File: src/rtl/seg_chk_pkg.sv
package seg_chk_pkg;

   localparam int DESC_W = 64;
   localparam int ADDR_W = 32;
   localparam int RAW_LIM_W = 20;

   typedef enum logic [2:0] {
      CAUSE_NONE    = 3'd0,
      CAUSE_ABSENT  = 3'd1,
      CAUSE_TYPE    = 3'd2,
      CAUSE_PRIV    = 3'd3,
      CAUSE_BOUND   = 3'd4
   } cause_e;

   typedef enum logic [1:0] {
      ACC_READ  = 2'd0,
      ACC_WRITE = 2'd1,
      ACC_FETCH = 2'd2,
      ACC_BAD   = 2'd3
   } acc_e;

   typedef struct packed {
      logic [ADDR_W-1:0] base;
      logic [ADDR_W-1:0] lim_eff;
      logic              present;
      logic [1:0]        dpl;
      logic              app;       // 1: code/data, 0: system
      logic              exec;      // code segment
      logic              conf_dn;   // conforming (code) / expand-down (data)
      logic              rw;        // readable (code) / writable (data)
      logic              big;       // upper bound selector for expand-down
   } seg_fields_t;

endpackage

File: src/rtl/seg_desc_decode.sv
module seg_desc_decode
   import seg_chk_pkg::*;
#(
   parameter int GRAN_SHIFT = 12
) (
   input  logic [DESC_W-1:0] desc,
   output seg_fields_t       fields
);

   localparam int SCALED_W = RAW_LIM_W + GRAN_SHIFT;

   if (GRAN_SHIFT < 0 || SCALED_W > ADDR_W) begin : g_bad_shift
      $error("seg_desc_decode: GRAN_SHIFT out of range");
   end

   logic [RAW_LIM_W-1:0] lim_raw;
   logic [ADDR_W-1:0]    lim_coarse;
   logic                 gran;
   logic                 unused_bits;

   assign lim_raw = {desc[51:48], desc[15:0]};
   assign gran    = desc[55];
   assign unused_bits = ^{desc[40], desc[53:52]};

   if (GRAN_SHIFT == 0) begin : g_flat
      assign lim_coarse = {{(ADDR_W-RAW_LIM_W){1'b0}}, lim_raw};
   end else begin : g_scaled
      logic [ADDR_W-1:0] lim_ext;
      logic [ADDR_W-1:0] fill;
      assign lim_ext    = {{(ADDR_W-RAW_LIM_W){1'b0}}, lim_raw};
      assign fill       = (ADDR_W'(1) << GRAN_SHIFT) - ADDR_W'(1);
      assign lim_coarse = (lim_ext << GRAN_SHIFT) | fill;
   end

   always_comb begin
      fields.base    = {desc[63:56], desc[39:32], desc[31:16]};
      fields.lim_eff = gran ? lim_coarse
                            : {{(ADDR_W-RAW_LIM_W){1'b0}}, lim_raw};
      fields.present = desc[47];
      fields.dpl     = desc[46:45];
      fields.app     = desc[44];
      fields.exec    = desc[43];
      fields.conf_dn = desc[42];
      fields.rw      = desc[41];
      fields.big     = desc[54];
   end

endmodule

File: src/rtl/seg_rights_check.sv
module seg_rights_check
   import seg_chk_pkg::*;
#(
   parameter int CPL_W = 2
) (
   input  seg_fields_t      fields,
   input  logic [1:0]       acc,
   input  logic [CPL_W-1:0] cpl,
   output logic             type_bad,
   output logic             priv_bad
);

   if (CPL_W != 2) begin : g_bad_cpl
      $error("seg_rights_check: privilege field must be two bits wide");
   end

   acc_e kind;
   logic code_bad;
   logic data_bad;

   assign kind = acc_e'(acc);

   always_comb begin
      code_bad = 1'b0;
      data_bad = 1'b0;
      unique case (kind)
         ACC_READ:  begin code_bad = !fields.rw; data_bad = 1'b0;       end
         ACC_WRITE: begin code_bad = 1'b1;       data_bad = !fields.rw; end
         ACC_FETCH: begin code_bad = 1'b0;       data_bad = 1'b1;       end
         default:   begin code_bad = 1'b1;       data_bad = 1'b1;       end
      endcase
   end

   assign type_bad = !fields.app || (fields.exec ? code_bad : data_bad);
   assign priv_bad = !fields.exec && (cpl > fields.dpl);

endmodule

File: src/rtl/seg_bound_check.sv
module seg_bound_check
   import seg_chk_pkg::*;
#(
   parameter int LEN_W = 4,
   parameter int SMALL_TOP = 16'hFFFF
) (
   input  seg_fields_t       fields,
   input  logic [ADDR_W-1:0] offset,
   input  logic [LEN_W-1:0]  len_m1,
   output logic              bound_bad
);

   if (LEN_W < 1 || LEN_W > 8) begin : g_bad_len
      $error("seg_bound_check: LEN_W must lie in 1..8");
   end

   localparam int SUM_W = ADDR_W + 1;

   logic [SUM_W-1:0] last_byte;
   logic [SUM_W-1:0] lim_wide;
   logic [SUM_W-1:0] top_wide;
   logic             expand_dn;
   logic             up_ok;
   logic             dn_ok;

   assign last_byte = {1'b0, offset} + SUM_W'(len_m1);
   assign lim_wide  = {1'b0, fields.lim_eff};
   assign top_wide  = fields.big ? {1'b0, {ADDR_W{1'b1}}} : SUM_W'(SMALL_TOP);
   assign expand_dn = !fields.exec && fields.conf_dn;

   assign up_ok = (last_byte <= lim_wide);
   assign dn_ok = ({1'b0, offset} > lim_wide) && (last_byte <= top_wide);

   assign bound_bad = expand_dn ? !dn_ok : !up_ok;

endmodule

File: src/rtl/seg_access_check.sv
module seg_access_check
   import seg_chk_pkg::*;
#(
   parameter int LEN_W = 4,
   parameter int GRAN_SHIFT = 12
) (
   input  logic              clk,
   input  logic              rst_n,
   input  logic              in_valid,
   input  logic [63:0]       in_desc,
   input  logic [31:0]       in_offset,
   input  logic [LEN_W-1:0]  in_len_m1,
   input  logic [1:0]        in_acc,
   input  logic [1:0]        in_cpl,
   output logic              out_valid,
   output logic [31:0]       out_lin_addr,
   output logic              out_fault,
   output logic [2:0]        out_cause
);

   seg_fields_t fields;
   logic        type_bad;
   logic        priv_bad;
   logic        bound_bad;
   cause_e      cause_nx;
   logic        fault_nx;

   seg_desc_decode #(.GRAN_SHIFT(GRAN_SHIFT)) u_decode (
      .desc   (in_desc),
      .fields (fields)
   );

   seg_rights_check #(.CPL_W(2)) u_rights (
      .fields   (fields),
      .acc      (in_acc),
      .cpl      (in_cpl),
      .type_bad (type_bad),
      .priv_bad (priv_bad)
   );

   seg_bound_check #(.LEN_W(LEN_W)) u_bound (
      .fields    (fields),
      .offset    (in_offset),
      .len_m1    (in_len_m1),
      .bound_bad (bound_bad)
   );

   always_comb begin
      if (!fields.present)  cause_nx = CAUSE_ABSENT;
      else if (type_bad)    cause_nx = CAUSE_TYPE;
      else if (priv_bad)    cause_nx = CAUSE_PRIV;
      else if (bound_bad)   cause_nx = CAUSE_BOUND;
      else                  cause_nx = CAUSE_NONE;
   end

   assign fault_nx = !fields.present || type_bad || priv_bad || bound_bad;

   always_ff @(posedge clk or negedge rst_n) begin
      if (!rst_n) begin
         out_valid    <= 1'b0;
         out_lin_addr <= '0;
         out_fault    <= 1'b0;
         out_cause    <= CAUSE_NONE;
      end else begin
         out_valid <= in_valid;
         if (in_valid) begin
            out_lin_addr <= fields.base + in_offset;
            out_fault    <= fault_nx;
            out_cause    <= cause_nx;
         end
      end
   end

endmodule

File: config.mk
export PLATFORM = sky130hd
export DESIGN_NAME = seg_access_check
export DESIGN_NICKNAME = d
export VERILOG_FILES = /design/src/rtl/seg_chk_pkg.sv /design/src/rtl/seg_desc_decode.sv /design/src/rtl/seg_rights_check.sv /design/src/rtl/seg_bound_check.sv /design/src/rtl/seg_access_check.sv
export SDC_FILE = /design/constraint.sdc
export NUM_CORES = 1
export LEC_CHECK = 0
export BUFFER_PORTS_ARGS = -buffer_cell sky130_fd_sc_hd__buf_2
export CORE_ASPECT_RATIO = 2
export CORE_MARGIN = 2
export CORE_UTILIZATION = 60
export CTS_BUF_LIST = sky130_fd_sc_hd__clkbuf_4 sky130_fd_sc_hd__clkbuf_8 sky130_fd_sc_hd__clkbuf_16
export CTS_CLUSTER_SIZE = 20
export DETAILED_ROUTE_END_ITERATION = 10
export PLACE_DENSITY_LB_ADDON = 0.08
export SKIP_CTS_REPAIR_TIMING = 1
export SYNTH_ARGS = -nofsm -noshare
export SYNTH_HDL_FRONTEND = slang
export SYNTH_SLANG_ARGS = --single-unit
File: constraint.sdc
create_clock -name clk -period 1.65 [get_ports clk]
set_input_delay 0.495 -clock clk [delete_from_list [all_inputs] [get_ports clk]]
set_output_delay 0.495 -clock clk [all_outputs]
set_load 0.03 [all_outputs]
==> run metrics, run 1 <==
outcome=aborted with a tool error; stage reached=5_1_grt; Run Error=[ERROR GRT-0116] Global routing finished with congestion. Check the congestion regions in the DRC Viewer.; Most used DFF post-synth=dfrtp_1; vias in the first global route=9001; Yosys cell types=63; FF+latch count, synth=37; htree depth=2; Die X=72.4 µm; Clock Sinks=37; Overall Global Routing Usage=0.631; Post-synth EDFFs=0; Row Count=50; Port Buffers=140; first-pass GRT wire length=48.5 mm; clock tree root driver cell=clkbuf_16; hpwl dp=20.8 mm; Place WS=-3.08 ns; gpl congestion=a little over 1; Cells after DPL=1095; Max clock buf depth=2; Synth Cell Area=0.00561 mm²; Num CTS Buffers=5; synth warn=0; Die Y=between 100 and 150 µm; Mean Syn Cell Area=8.54 µm²; sequential fraction of the synthesis area=0.165; Synth Instances=657; Initial Util=0.606; Async SR Flop Fraction=1.00; largest net degree at the start of global routing=38; I/O pin count=144; total grt overflow=2; Synth Net Count=slightly below 900
[cell families after synthesis]
logic type,synth area share
muxes,0.0611
adders and majority gates,0.268
buffers and inverters,0.0247
AOI/OAI and AO/OA,0.211
xor gates and xnor gates,0.0843
DFF,0.165
and+or+nand+nor,0.186
[routing by layer]
| metal | track usage | overflow |
|---|---|---|
| met2 | 0.884 | 2 |
| met4 | 0.673 | 0 |
| met3 | 0.362 | 0 |
| met1 | 0.596 | 0 |
| met5 | 0.0370 | 0 |
[cells in the mapped netlist (5+ instances only)]
cell      number  area, µm²
a21o_1        33        248
a21oi_1       48        240
a31oi_1        6       37.5
and3_1        10       62.6
clkbuf_1      11       41.3
dfrtp_1       37        926
ha_1         117       1460
inv_1         26       97.6
mux2_2        22        248
mux2i_1        8       80.1
nand2_1       51        191
nand2b_1       6       37.5
nand3_1       32        160
nand4_1       18        113
nor2_1        49        184
nor2b_1       10       62.6
nor3_1        10       50.1
o211ai_1       6       45.0
o21ai_0       29        145
or3_1          5       31.3
xnor2_1       35        307
xor2_1        19        166
[per-stage QoR]
stage          area, µm²  hold slack [ns]
2_1_floorplan       5860            0.199
3_3_place_gp        8220            0.465
3_5_place_dp        8220            0.481
4_1_cts             8380            0.259
==> run 2, diff against run 1 <==
--- a/config.mk
+++ b/config.mk
@@ -6,13 +6,10 @@
 export NUM_CORES = 1
 export LEC_CHECK = 0
 export BUFFER_PORTS_ARGS = -buffer_cell sky130_fd_sc_hd__buf_2
-export CORE_ASPECT_RATIO = 2
 export CORE_MARGIN = 2
-export CORE_UTILIZATION = 60
-export CTS_BUF_LIST = sky130_fd_sc_hd__clkbuf_4 sky130_fd_sc_hd__clkbuf_8 sky130_fd_sc_hd__clkbuf_16
-export CTS_CLUSTER_SIZE = 20
+export CORE_UTILIZATION = 40
 export DETAILED_ROUTE_END_ITERATION = 10
-export PLACE_DENSITY_LB_ADDON = 0.08
+export PLACE_DENSITY_LB_ADDON = 0.15
 export SKIP_CTS_REPAIR_TIMING = 1
 export SYNTH_ARGS = -nofsm -noshare
 export SYNTH_HDL_FRONTEND = slang
==> run 2 against run 1 <==
  * The flow now finishes, with violations (setup timing)
  * Synthesized cell count unchanged
  * Area after synthesis unchanged
==> run metrics, run 2 <==
vias in the first global route=approximately 6600; data required time of the worst path=1.86 ns; commonest cells in the netlist=ha_1 (117), nand2_1 (51), nor2_1 (49), a21oi_1 (48), dfrtp_1 (37) (unchanged); DRC viols=0; total grt overflow=0; htree depth=2 (unchanged); commonest non-fill, non-tap cell in the layout=buf_4; register area=a little over 900 µm²; largest net degree at the start of global routing=38; I/O pin count=144 (unchanged); headroom to the max-slew limit=0.680; Yosys cell types=63 (unchanged); worst skew pair latency=0.29 ns; Mean Syn Cell Area=8.54 µm² (unchanged); Power Total=5.77 mW; Yosys top cell area share=0.261 (unchanged); Die X=122 µm (was 72.4 µm); failing checks=setup timing; Worst Path Max Fanout=5; max-cap violation count=0; Nets=1248; Final Max Tran Viols=0; synth warn=0 (unchanged); outcome=finished, violations left (was aborted with a tool error); crit start category=input pin; Reg with most FFs=out_lin_addr; clock tree root driver cell=clkbuf_16 (unchanged); number of diodes=0; critical path capture point type=flop; Synth Net Count=883 (unchanged); Post-synth EDFFs=0 (unchanged); Port Buffers=140 (unchanged); largest registers=out_lin_addr x32, out_cause x3; leakage=roughly 4.6 nW; initial antenna violation count=1; Total Routed Length=about 20 mm; Pre-Repair DR Iteration Count=5; sequential fraction of the synthesis area=0.165 (unchanged); fillcell total=1169; drt wl/cell=16.7 µm; final core occ=0.660; ANT nets after route=0; first-pass GRT wire length=roughly 31 mm; Multi-input gate area=0.00513 mm²; Overall Global Routing Usage=0.263; die area=0.0150 mm²; FF+latch count, synth=37 (unchanged); Most used DFF post-synth=dfrtp_1 (unchanged); worst hold path type=in -> async; DR iter-0 viols=315; max FFs per register=32; Initial Util=0.407 (was 0.606); crit path time final=4.12 ns; CTS tree=built; Cells after DPL=1180 (was 1095); core area=0.0138 mm²; crit path launch=in_offset[0]; WHS=0.159 ns; Max clock buf depth=2 (unchanged); Synth Instances=657 (unchanged); design area=between 0.009 and 0.01 mm²; critical path class=in -> reg; Num CTS Buffers=5 (unchanged); Vias/cell=5.33; leading area contributor after synthesis=ha_1 (unchanged); skew final=0 ns; vias=between 6000 and 7000; hpwl dp=16.8 mm (was 20.8 mm); placed inst area=0.00839 mm² (was 0.00822 mm²); Synth Cell Area=0.00561 mm² (unchanged); Slew @ Worst Pin=~0.47 ns; Die Y=122 µm (was 141 µm); Worst-path clk slew=0.06 ns; unrepaired setup endpoints after global routing=true; area grow syn2layout=61.9%; setup ws final=-2.47 ns; synth top area cells=ha_1 (26%), dfrtp_1 (16%), xnor2_1 (5.5%), a21o_1 (4.4%), mux2_2 (4.4%) (unchanged); final non-filler cell total=roughly 1200; layout cells sized above 1=0.482; gpl congestion=0.957 (was 1.04); Arr. time, crit path=around 4.3 ns; final hold vios=0; Peak Freq=243 MHz; Clock Sinks=37 (unchanged); Row Count=43 (was 50); most frequent cells in the layout=buf_4 (213), buf_2 (138), ha_1 (103); final cycle utilization of the critical path=2.50; worst vdd ir=~620 µV; reg2reg start=out_lin_addr[24]; Async SR Flop Fraction=1.00 (unchanged); most frequent cell after synthesis=ha_1 (unchanged); Power Dens Cells=635 mW/mm²; # setup viols final=31
==> run 2: cell counts after synthesis <==
Identical to the previous run, type by type.
==> run 2: kinds of logic (layout without fill, tap and decap cells) <==
kind of cell             count (synthesis)  count (layout)  share of synthesized area
AND/OR/NAND/NOR                        210             210                      0.186
AO/OA/AOI/OAI                          169             169                      0.211
adder cells (fa/ha/maj)                119             119                      0.268
XOR/XNOR                                54              54                     0.0843
flip-flops                              37              37                      0.165
buffers and inverters                   37             403                     0.0247
multiplexers                            31              31                     0.0611
==> run 2: report_power, final <==
group,total (mW),switching [mW],internal [mW]
Clock,1.28,0.417,0.864
Sequential,1.20,0.0976,1.10
Combinational,3.29,1.70,1.58
==> run 2: layout make-up <==
class,instances,share of cell area
Clock buffer,5,0.0138
Clock inverter,3,0.00716
Inverter,26,0.0107
Multi-Input combinational cell,583,0.564
Sequential cell,37,0.102
Tap cell,180,0.0248
Timing Repair Buffer,369,0.278
==> run 2: final timing paths <==
path,endpoint,slack (ns),depth (start not counted)
min in group clk,out_valid,0.42,1
max in group asynchronous,out_lin_addr[0],1.29,2
min,out_lin_addr[23],0.16,2
max reg2reg,out_lin_addr[24],0.52,2
max,out_cause[2],-2.47,23
min reg2reg,out_lin_addr[10],0.48,1
==> run 2: routing by layer <==
layer / track usage / up-vias / routed length [µm]
met1: 0.312 / 3023 / 8370
met3: 0.0437 / 45 / 856
met2: 0.478 / 161 / 10200
met5: 0 / - / 13
li1: - / 3176 / -
met4: 0.0891 / 2 / 616
==> run 2: critical path: stages <==
cell       delay, ns
buf_8           0.08
ha_4            0.12
inv_2           0.04
fa_2            0.37
nor2b_2         0.14
o21ai_2         0.10
a2111oi_4       0.34
nand4_1         0.15
buf_6           0.17
nor2_4          0.16
nand3_2         0.14
xnor2_2         0.17
ha_1            0.30
nand4_1         0.18
nor4_4          0.33
a221oi_2        0.11
o41ai_2         0.06
a31oi_1         0.09
a41o_1          0.22
a21oi_2         0.18
nor4_4          0.07
buf_4           0.16
o31ai_2         0.16
==> run 2: metrics by stage <==
stage / setup WS [ns] / setup TNS, ns
6_report: -2.47 / -27.77
5_1_grt: -2.64 / -29.94
4_1_cts: -2.59 / -25.72
3_5_place_dp: -2.87 / -35.64
3_3_place_gp: -2.68 / -34.16
2_1_floorplan: -2.24 / -19.45
(Power assumes the default switching activity.)
